`src/rtl/ssl_pkg.sv`:
```
package ssl_pkg;
  // Default geometry of the link
  localparam int unsigned SMP_W_DEF = 3;   // bits per soft sample
  localparam int unsigned LAT_DEF   = 16;  // stages before first output / flush length
  localparam int unsigned LANES     = 2;   // two parallel serial streams
endpackage

```
`src/rtl/ssl_lane.sv`:
```
module ssl_lane #(
  parameter int unsigned SMP_W = 3
) (
  input  logic             clk,
  input  logic             rst_n,
  input  logic             en_i,
  input  logic             ser_i,
  output logic [SMP_W-1:0] smp_o
);
  logic [SMP_W-1:0] sh_q;

  // MSB first: earlier bits move toward the top as new ones enter at bit 0
  always_ff @(posedge clk or negedge rst_n) begin
    if (!rst_n)    sh_q <= '0;
    else if (en_i) sh_q <= {sh_q[SMP_W-2:0], ser_i};
  end

  assign smp_o = sh_q;
endmodule

```
`src/rtl/ssl_pair_ctrl.sv`:
```
module ssl_pair_ctrl #(
  parameter int unsigned SMP_W = 3
) (
  input  logic clk,
  input  logic rst_n,
  input  logic go_i,
  input  logic bit_vld_i,
  input  logic pair_rdy_i,
  output logic shift_en_o,
  output logic pair_vld_o,
  output logic req_o,
  output logic stall_o,
  output logic rise_o,
  output logic fall_o
);
  localparam int unsigned BCW = (SMP_W > 1) ? $clog2(SMP_W) : 1;

  logic           go_q;
  logic           vld_q;
  logic           req_q;
  logic [BCW-1:0] bcnt_q;
  logic           take;

  assign rise_o     = go_i & ~go_q;
  assign fall_o     = ~go_i & go_q;
  assign shift_en_o = bit_vld_i & ~vld_q & go_i & ~rise_o;
  assign take       = vld_q & pair_rdy_i;

  always_ff @(posedge clk or negedge rst_n) begin
    if (!rst_n) begin
      go_q   <= 1'b0;
      vld_q  <= 1'b0;
      req_q  <= 1'b0;
      bcnt_q <= '0;
    end else begin
      go_q  <= go_i;
      req_q <= rise_o | (take & go_i);
      if (rise_o) begin
        vld_q  <= 1'b0;
        bcnt_q <= '0;
      end else if (take) begin
        vld_q <= 1'b0;
      end else if (shift_en_o) begin
        if (bcnt_q == BCW'(SMP_W-1)) begin
          vld_q  <= 1'b1;
          bcnt_q <= '0;
        end else begin
          bcnt_q <= bcnt_q + BCW'(1);
        end
      end
    end
  end

  assign pair_vld_o = vld_q;
  assign req_o      = req_q;
  assign stall_o    = pair_rdy_i & ~vld_q;

  assert_req_pulse_R8: assert property (@(posedge clk) disable iff (!rst_n)
    req_q |=> !req_q);
  assert_req_needs_go_R9: assert property (@(posedge clk) disable iff (!rst_n)
    req_q |-> $past(go_i));
  assert_fill_from_bits_R2: assert property (@(posedge clk) disable iff (!rst_n)
    $rose(vld_q) |-> $past(bit_vld_i));
  assert_take_clears_R4: assert property (@(posedge clk) disable iff (!rst_n)
    (vld_q && pair_rdy_i) |=> !vld_q);
endmodule

```
`src/rtl/ssl_out_seq.sv`:
```
module ssl_out_seq #(
  parameter int unsigned LAT = 16
) (
  input  logic clk,
  input  logic rst_n,
  input  logic rise_i,
  input  logic fall_i,
  input  logic stage_done_i,
  input  logic core_bit_i,
  output logic dec_bit_o,
  output logic dec_vld_o
);
  localparam int unsigned CW = $clog2(LAT + 1);

  logic          active_q;
  logic          flush_q;
  logic [CW-1:0] lat_q;
  logic [CW-1:0] fl_q;
  logic          vld_q;
  logic          bit_q;

  always_ff @(posedge clk or negedge rst_n) begin
    if (!rst_n) begin
      active_q <= 1'b0;
      flush_q  <= 1'b0;
      lat_q    <= '0;
      fl_q     <= '0;
      vld_q    <= 1'b0;
      bit_q    <= 1'b0;
    end else begin
      vld_q <= 1'b0;
      if (rise_i) begin
        active_q <= 1'b1;
        flush_q  <= 1'b0;
        lat_q    <= '0;
        fl_q     <= '0;
      end else begin
        if (fall_i && active_q) flush_q <= 1'b1;
        if (stage_done_i && active_q) begin
          if (flush_q) begin
            vld_q <= 1'b1;
            bit_q <= core_bit_i;
            if (fl_q == CW'(LAT-1)) begin
              active_q <= 1'b0;
              flush_q  <= 1'b0;
              fl_q     <= '0;
            end else begin
              fl_q <= fl_q + CW'(1);
            end
          end else if (lat_q == CW'(LAT)) begin
            vld_q <= 1'b1;
            bit_q <= core_bit_i;
          end else begin
            lat_q <= lat_q + CW'(1);
          end
        end
      end
    end
  end

  assign dec_vld_o = vld_q;
  assign dec_bit_o = bit_q;

  assert_out_follows_stage_R8: assert property (@(posedge clk) disable iff (!rst_n)
    vld_q |-> $past(stage_done_i));
  assert_idle_quiet_R10: assert property (@(posedge clk) disable iff (!rst_n)
    !active_q |=> !vld_q);
  assert_flush_bound_R10: assert property (@(posedge clk) disable iff (!rst_n)
    fl_q < CW'(LAT));
  assert_bit_passthru_R7: assert property (@(posedge clk) disable iff (!rst_n)
    vld_q |-> bit_q == $past(core_bit_i));
endmodule

```
`src/rtl/soft_sample_link.sv`:
```
module soft_sample_link
  import ssl_pkg::*;
#(
  parameter int unsigned SMP_W = SMP_W_DEF,
  parameter int unsigned LAT   = LAT_DEF
) (
  input  logic             clk,
  input  logic             rst_n,
  input  logic             go_i,
  output logic             req_o,
  input  logic             x_ser_i,
  input  logic             y_ser_i,
  input  logic             bit_vld_i,
  output logic [SMP_W-1:0] x_smp_o,
  output logic [SMP_W-1:0] y_smp_o,
  output logic             pair_vld_o,
  input  logic             pair_rdy_i,
  output logic             stall_o,
  input  logic             stage_done_i,
  input  logic             core_bit_i,
  output logic             dec_bit_o,
  output logic             dec_vld_o
);
  logic             shift_en;
  logic             rise;
  logic             fall;
  logic [LANES-1:0] lane_ser;
  logic [SMP_W-1:0] lane_smp [LANES];

  assign lane_ser = {y_ser_i, x_ser_i};

  ssl_pair_ctrl #(.SMP_W(SMP_W)) u_ctrl (
    .clk        (clk),
    .rst_n      (rst_n),
    .go_i       (go_i),
    .bit_vld_i  (bit_vld_i),
    .pair_rdy_i (pair_rdy_i),
    .shift_en_o (shift_en),
    .pair_vld_o (pair_vld_o),
    .req_o      (req_o),
    .stall_o    (stall_o),
    .rise_o     (rise),
    .fall_o     (fall)
  );

  for (genvar g = 0; g < LANES; g++) begin : g_lane
    ssl_lane #(.SMP_W(SMP_W)) u_lane (
      .clk   (clk),
      .rst_n (rst_n),
      .en_i  (shift_en),
      .ser_i (lane_ser[g]),
      .smp_o (lane_smp[g])
    );
  end

  assign x_smp_o = lane_smp[0];
  assign y_smp_o = lane_smp[1];

  ssl_out_seq #(.LAT(LAT)) u_out (
    .clk          (clk),
    .rst_n        (rst_n),
    .rise_i       (rise),
    .fall_i       (fall),
    .stage_done_i (stage_done_i),
    .core_bit_i   (core_bit_i),
    .dec_bit_o    (dec_bit_o),
    .dec_vld_o    (dec_vld_o)
  );

  assert_hold_pair_R6: assert property (@(posedge clk) disable iff (!rst_n)
    (pair_vld_o && !pair_rdy_i && !go_i == 1'b0 && !(go_i && !$past(go_i)))
      |=> ($stable(x_smp_o) && $stable(y_smp_o)));
endmodule

```
`config.mk`:
```
export PLATFORM = sky130hd
export DESIGN_NAME = soft_sample_link
export DESIGN_NICKNAME = d
export VERILOG_FILES = /design/src/rtl/ssl_pkg.sv /design/src/rtl/ssl_lane.sv /design/src/rtl/ssl_pair_ctrl.sv /design/src/rtl/ssl_out_seq.sv /design/src/rtl/soft_sample_link.sv
export SDC_FILE = /design/constraint.sdc
export NUM_CORES = 1
export LEC_CHECK = 0
export BUFFER_PORTS_ARGS = -buffer_cell sky130_fd_sc_hd__buf_2
export CAP_MARGIN = 40
export CORE_ASPECT_RATIO = 1.25
export CORE_MARGIN = 5
export CORE_UTILIZATION = 34
export CTS_CLUSTER_DIAMETER = 80
export DETAILED_ROUTE_END_ITERATION = 8
export PLACE_DENSITY = 0.54
export RECOVER_POWER = 50
export SLEW_MARGIN = 10
export SYNTH_ARGS = -nofsm -noshare
export SYNTH_HDL_FRONTEND = slang
export SYNTH_SLANG_ARGS = --single-unit
export TNS_END_PERCENT = 50
```
`constraint.sdc`:
```
create_clock -name clk -period 2.4 [get_ports clk]
set_input_delay 0.36 -clock clk [delete_from_list [all_inputs] [get_ports clk]]
set_output_delay 0.36 -clock clk [all_outputs]
set_load 0.01 [all_outputs]
```
==> impl_metrics.csv, run 1 <==
group,metric,value,unit
outcome,status,"complete, no violations",
clocking,cts_root_buffer,"clkbuf_8",
logic_synthesis,synth_top_cells_by_area,"dfrtp_1 (53%), mux2_2 (6.7%), a21oi_1 (3.8%)",
logic_synthesis,ys_async_sr_fraction,100.0,%
timing,tns,0,ns
min_path,hp-start,"go_i",
clocking,clkLatencyLatePin,0.26,ns
pwr,power.share.clock,25.6,%
timing,finalCriticalPeriod,1.593,ns
timing,hold_ws,0.3228,ns
logic_synthesis,synth-seq-cells,25,
placement,dp_cells,156,
pwr,p_comb_share,18.7,%
route,drt_iter0_drc,7,
placement,hpwl,1.676,mm
floorplanning,start_util,35.74,%
logic_synthesis,yosys.area_share.simple,20.81,%
pwr,seqPwrFrac,55.7,%
setup_path,slowest_stage,"dfrtp_1",
grt,grt_pass1_vias,934,
logic_synthesis,synthAdderAreaFrac,3.202,%
setup_path,r2r_slack,0.81,ns
setup_path,reg2reg_to,"u_out.dec_bit_o",
route,remaining_drc_errors,0,
cells_and_area,final_cell_count_no_fill,160,
route,wire_per_inst,13.91,µm
grt,grt_overflow,0,
cells_and_area,antenna_cells,0,
logic_synthesis,synth_top_area_share,53.36,%
logic_synthesis,synth_xor_area_share,0.7471,%
clocking,clock_path_buffers,2,
timing,setup_slack,0.8074,ns
setup_path,crit_fanout,4,
clocking,clk_transition_reported_paths,0.08,ns
logic_synthesis,synth_area_leader_cell,"dfrtp_1",
pwr,switching_share,27.15,%
route,vias,838,
timing,rsz0062_at_grt,"false",
min_path,min_path_type,"in2reg",
clocking,htreeDepth,1,
grt,grt_pass1_wl,4.077,mm
placement,placement.io_buffers,19,
timing,skew,0.003188,ns
pwr,internal_power,0.6855,mW
floorplanning,die_x,62.52,µm
logic_synthesis,syn_area,1172,µm²
clocking,post-cts-setup-buffers,0,
logic_synthesis,synth_commonest_cells,"dfrtp_1 (25), a21oi_1 (9), mux2_2 (7), nand3_1 (7), o21ai_0 (7)",
setup_path,cp_cell_sequence,"inv_1, ha_1, and4bb_1, o2111a_2, mux2_4",
logic_synthesis,synth_ff_type,"dfrtp_1",
floorplanning,rows,23,
floorplanning,coreArea,3281,µm²
pwr,ir_drop,0.5081,mV
placement,dp_slack,0.8237,ns
route,routed_via_density,5.238,
timing,drv_slew,0,
logic_synthesis,ys_types,33,
clocking,cts_tree,"done",
logic_synthesis,syn-num-nets,114,
floorplanning,die_h,75.65,µm
route,first_pass_iters,4,
setup_path,worstPathArrival,1.74,ns
placement,placed_area,1303,µm²
timing,final-hold-violation-count,0,
setup_path,startpoint_type,"register",
logic_synthesis,synth_top_family_by_area,"simple AND/OR/NAND/NOR gates",
grt,antenna_found_initial,0,
setup_path,crit_path_end_kind,"register",
min_path,min_to,"u_ctrl.go_q",
min_path,hold_depth,1,
logic_synthesis,synth-compound-area-share,11.63,%
timing,max_clock_freq,0.6279,GHz
cells_and_area,post-route-util,40.50,%
setup_path,rr_startpoint,"u_out.lat_q[0]",
logic_synthesis,yosys_warnings,0,
route,ant_nets,0,
floorplanning,die-area,4730,µm²
logic_synthesis,synth_edf_count,0,
pwr,p_sw,0.2555,mW
placement,gp_congestion,0.6754,
logic_synthesis,synth_area_per_cell,11.49,µm²
setup_path,required,2.55,ns
logic_synthesis,yosysMostFrequentCell,"dfrtp_1",
cells_and_area,final_area,1329,µm²
job,cap_violations,0,
timing,tightest_slew,1.358,ns
cells_and_area,area_growth,13.34,%
grt,grt_max_degree,26,
clocking,cts-buffers-inserted,3,
pwr,power,0.9410,mW
logic_synthesis,syn_inst,102,
logic_synthesis,synth-seq-area-share,53.36,%
timing,finalSetupViolCount,0,
pwr,pwr_density_cell,708.1,nW/µm²
grt,grtUsageTotal,10.68,%
setup_path,r2r_cells,5,
cells_and_area,drive_above_1_share,22.76,%
setup_path,slowest_delay,0.39,ns
cells_and_area,layout.nets,136,
cells_and_area,nFillCells,351,
timing,min_period_over_period,66.36,%
timing,relSlewSlack,9.455,%
clocking,clock_sinks,25,
logic_synthesis,muxShareOfSynthArea,8.004,%
setup_path,path_class,"reg2reg",
clocking,cts_resized,0,
route,drt_wl_total,2.226,mm
clocking,hold_buffers,0,
floorplanning,ios,20,
pwr,p_leak,0.6123,nW
==> kinds of logic (layout without fill, tap and decap cells) <==
group                    after synthesis  after routing
AND/OR/NAND/NOR                       37             37
multiplexers                           8              8
flip-flops                            25             25
buffers and inverters                  6             27
XOR/XNOR                               1              1
adder cells (fa/ha/maj)                3              3
AO/OA/AOI/OAI                         22             22
==> per-layer routing <==
layer / GRT usage, % / wire (µm) / up-vias
li1: - / - / 411
met2: 20.16 / 1142 / 16
met4: 4.245 / 17 / 0
met3: 2.507 / 93 / 2
met5: 0 / 0 / -
met1: 11.68 / 972 / 409
==> flip-flops by register name, summed over array words and instances, names as in the netlist <==
| signal | count |
|---|---|
| u_ctrl.bcnt_q | 2 |
| u_out.active_q | 1 |
| u_out.flush_q | 1 |
| u_ctrl.go_q | 1 |
| g_lane.u_lane.smp_o | 6 |
| u_out.lat_q | 5 |
| u_ctrl.req_o | 1 |
| u_ctrl.pair_vld_o | 1 |
| u_out.dec_vld_o | 1 |
| u_out.dec_bit_o | 1 |
| u_out.fl_q | 5 |
==> worst max-delay path: cells and delay by family (launching register included) <==
| family | cells | cell delay, ns |
|---|---|---|
| DFF | 1 | 0.39 |
| muxes | 1 | 0.29 |
| AOI/OAI and AO/OA | 1 | 0.27 |
| and+or+nand+nor | 1 | 0.24 |
| adders and majority gates | 1 | 0.21 |
| buffers and inverters | 1 | 0.08 |
==> how the worst max path moves through the flow <==
stage	from	endpoint	slack, ns
after floorplan	u_out.lat_q[0]	u_out.dec_bit_o	0.91
after global placement	u_out.lat_q[0]	u_out.dec_bit_o	0.87
after detailed placement	u_out.lat_q[0]	u_out.dec_bit_o	0.82
after CTS	u_out.lat_q[0]	u_out.dec_bit_o	0.81
after global routing	u_out.lat_q[0]	u_out.dec_bit_o	0.72
final	u_out.lat_q[0]	u_out.dec_bit_o	0.81
==> final cells by class <==
cell class,count,area (µm²),area share (%)
inverter,4,15.01,1.130
timing repair buffer,19,91.34,6.874
clock buffer,4,45.04,3.390
multi-input combinational,71,505.5,38.04
sequential,25,625.6,47.08
tap,37,46.29,3.484
==> layout by cell type, fill, tap and decap left out, types with 2 or more instances in the layout <==
cell type / instances
o21ai_0: 7
nor2b_1: 3
nand2b_1: 3
ha_1: 3
nor2_1: 2
mux2_2: 7
nand4b_1: 3
inv_1: 4
buf_2: 16
a21oi_1: 9
or3_1: 3
nand3b_1: 2
nand3_1: 7
nand2_1: 6
dfrtp_1: 25
clkbuf_8: 3
clkbuf_1: 4
==> power by group through the flow <==
stage | Combinational, mW | Clock (mW) | Sequential (mW)
finish | 0.176 | 0.241 | 0.524
global route | 0.200 | 0.279 | 0.536
CTS | 0.184 | 0.255 | 0.524
detailed placement | 0.183 | 0 | 0.532
global placement | 0.177 | 0 | 0.528
floorplan | 0.0881 | 0 | 0.542
(Power assumes the default switching activity.)
==> run 2, diff against run 1 <==
--- a/config.mk
+++ b/config.mk
@@ -5,6 +5,7 @@
 export SDC_FILE = /design/constraint.sdc
 export NUM_CORES = 1
 export LEC_CHECK = 0
+export ABC_AREA = 1
 export BUFFER_PORTS_ARGS = -buffer_cell sky130_fd_sc_hd__buf_2
 export CAP_MARGIN = 40
 export CORE_ASPECT_RATIO = 1.25
@@ -12,7 +13,7 @@
 export CORE_UTILIZATION = 34
 export CTS_CLUSTER_DIAMETER = 80
 export DETAILED_ROUTE_END_ITERATION = 8
-export PLACE_DENSITY = 0.54
+export PLACE_DENSITY = 0.53
 export RECOVER_POWER = 50
 export SLEW_MARGIN = 10
 export SYNTH_ARGS = -nofsm -noshare
==> constraint.sdc (replaced) <==
create_clock -name clk -period 1.6 [get_ports clk]
set_input_delay 0.24 -clock clk [delete_from_list [all_inputs] [get_ports clk]]
set_output_delay 0.24 -clock clk [all_outputs]
set_load 0.01 [all_outputs]
==> run 2 against run 1 <==
Against the previous run:
- first-iteration DRC count increased to 8.6 times the previous value
- register-to-register slack got worse by 0.50 ns
- non-clock buffer count increased by 1
- clock-buffer cell count decreased by 1
==> impl_metrics.csv, run 2 <==
group,metric,value,unit
outcome,status,"complete, no violations",
logic_synthesis,synth_area_per_cell,8.767,µm²
pwr,power.share.clock,23.3,%
route,remaining_drc_errors,0,
logic_synthesis,yosys_warnings,0,
logic_synthesis,synth_top_family_by_area,"simple AND/OR/NAND/NOR gates",
pwr,ir_drop,0.4339,mV
cells_and_area,antenna_cells,0,
timing,max_clock_freq,0.7719,GHz
route,ant_nets,0,
clocking,clock_path_buffers,2,
setup_path,cp_cell_sequence,"inv_4, nand2_4, nand2_1, nand3_4, nand2_1, o21ai_1",
cells_and_area,nFillCells,370,
cells_and_area,largest_reg_flops,6,
placement,gp_congestion,0.7544,
cells_and_area,multi_input_area,536.8,µm²
logic_synthesis,synth_top_cells_by_area,"dfrtp_1 (50%), nand2_1 (13%), nand3_1 (4.8%)",
timing,finalSetupViolCount,0,
placement,hpwl,1.682,mm
placement,dp_cells,199,
pwr,internal_power,1.089,mW
logic_synthesis,ys_async_sr_fraction,100.0,%
pwr,pwr_density_cell,1161,nW/µm²
clocking,cts_tree,"done",
logic_synthesis,synth_commonest_cells,"nand2_1 (43), dfrtp_1 (25), inv_1 (16)",
clocking,clkLatencyLatePin,0.27,ns
logic_synthesis,syn_area,1262,µm²
logic_synthesis,syn_inst,144,
min_path,min_path_type,"in2reg",
logic_synthesis,synth-seq-area-share,49.55,%
timing,skew,0.001508,ns
cells_and_area,seqCellArea,625.6,µm²
setup_path,slowest_delay,0.56,ns
logic_synthesis,synth_xor_area_share,0.6938,%
route,first_pass_iters,4,
timing,rsz0062_at_grt,"false",
setup_path,startpoint_type,"register",
timing,hold_ws,0.2030,ns
setup_path,required,1.80,ns
logic_synthesis,synth-seq-cells,25,
logic_synthesis,yosysMostFrequentCell,"nand2_1",
setup_path,path_class,"reg2reg",
placement,placement.io_buffers,19,
route,drt_iter0_drc,60,
setup_path,worstPathArrival,1.49,ns
pwr,seqPwrFrac,52.5,%
logic_synthesis,synthAdderAreaFrac,2.973,%
pwr,p_sw,0.5739,mW
job,cap_violations,0,
route,wire_per_inst,11.24,µm
timing,tightest_slew,0.6323,ns
floorplanning,start_util,35.63,%
clocking,clock_sinks,25,
timing,drv_slew,0,
clocking,cts_root_buffer,"clkbuf_8",
cells_and_area,layout.nets,178,
cells_and_area,drive_above_1_share,20.00,%
cells_and_area,mostFrequentLayoutCells,"nand2_1 (43), dfrtp_1 (25), inv_1 (16)",
grt,antenna_found_initial,0,
timing,tns,0,ns
floorplanning,die-area,5039,µm²
clocking,cts-buffers-inserted,3,
route,drt_wl_total,2.293,mm
grt,grtUsageTotal,9.863,%
setup_path,critPathMostFrequentCell,"nand2_1",
timing,final-hold-violation-count,0,
floorplanning,ios,20,
pwr,switching_share,34.51,%
cells_and_area,final_common_cell,"nand2_1",
clocking,cts_resized,0,
setup_path,crit_fanout,16,
cells_and_area,final_cell_count_no_fill,204,
logic_synthesis,synth_area_leader_cell,"dfrtp_1",
route,routed_via_density,4.735,
logic_synthesis,synth_edf_count,0,
timing,finalCriticalPeriod,1.296,ns
pwr,p_comb_share,24.2,%
floorplanning,die_h,78.13,µm
clocking,clk_transition_reported_paths,0.09,ns
grt,grt_max_degree,26,
pwr,p_leak,0.7465,nW
logic_synthesis,synth-compound-area-share,7.037,%
grt,grt_overflow,0,
clocking,htreeDepth,1,
timing,relSlewSlack,57.85,%
floorplanning,coreArea,3543,µm²
setup_path,crit_path_end_kind,"register",
floorplanning,rows,24,
setup_path,slowest_stage,"dfrtp_1",
route,vias,966,
logic_synthesis,synth_ff_type,"dfrtp_1",
logic_synthesis,syn-num-nets,156,
logic_synthesis,muxShareOfSynthArea,0,%
cells_and_area,area_growth,13.48,%
logic_synthesis,ys_types,26,
grt,grt_pass1_wl,4.050,mm
timing,min_period_over_period,80.97,%
grt,grt_pass1_vias,905,
logic_synthesis,yosys.area_share.simple,31.81,%
floorplanning,die_x,64.50,µm
logic_synthesis,synth_top_area_share,49.55,%
-- run 2: routing by layer --
metal	part of all wire (%)	GRT usage [%]
met1	47	13.05
met5	0	0
met3	4.6	1.857
met4	1.2	3.805
met2	47	15.91
-- run 2: through the flow --
step | total power, mW | setup slack [ns] | instance area [µm²] | util, %
floorplan | 1.162 | 0.4673 | 1262 | -
global placement | 1.287 | 0.3281 | 1379 | 38.91
detailed placement | 1.298 | 0.3009 | 1379 | 38.91
CTS | 1.689 | 0.2839 | 1438 | 40.57
global route | 1.795 | 0.1699 | 1433 | 40.43
finish | 1.663 | 0.3044 | 1433 | 40.43
-- run 2: path summary, 6_finish.rpt --
path                                            from                   endpoint  slack (ns)  cells past startpoint
setup / recovery                         u_ctrl.go_q             u_out.lat_q[2]        0.30                      6
setup reg to reg                         u_ctrl.go_q             u_out.lat_q[2]        0.30                      6
hold reg to reg            g_lane[0].u_lane.smp_o[2]  g_lane[0].u_lane.smp_o[2]        0.48                      2
min in group asynchronous                      rst_n           u_ctrl.bcnt_q[1]        0.51                      2
hold / removal                               x_ser_i  g_lane[0].u_lane.smp_o[0]        0.20                      3
max in group asynchronous                      rst_n             u_out.lat_q[4]        0.68                      2
-- run 2: final cells by class --
type	instances	share of cell area (%)
Tap cell	39	3.406
Clock buffer	3	2.882
Clock inverter	1	0.5240
Inverter	18	5.066
Timing Repair Buffer	20	6.987
Multi-Input combinational cell	98	37.47
Sequential cell	25	43.67
-- run 2: cell families (layout without fill, tap and decap cells) --
kind of cell | count (synthesis) | after routing
AO/OA/AOI/OAI | 15 | 15
adder cells (fa/ha/maj) | 3 | 3
buffers and inverters | 21 | 42
AND/OR/NAND/NOR | 79 | 79
XOR/XNOR | 1 | 1
flip-flops | 25 | 25
-- run 2: critical path, delay by kind of cell (launching register included) --
kind | cells | cell delay, ns
AND/OR/NAND/NOR | 4 | 0.53
flip-flops | 1 | 0.56
AO/OA/AOI/OAI | 1 | 0.08
buffers and inverters | 1 | 0.05
-- run 2: repair_timing --
action	in CTS	in global routing
endpoints found under the hold margin	25	0
hold buffers	1	0
endpoints found under the setup margin	0	0
setup buffers	0	0
-- run 2: power by group through the flow --
stage	Sequential, mW	Combinational [mW]	Clock (mW)
floorplan	0.868	0.294	0
global placement	0.877	0.410	0
detailed placement	0.884	0.414	0
CTS	0.872	0.417	0.400
global route	0.901	0.464	0.429
finish	0.873	0.403	0.387
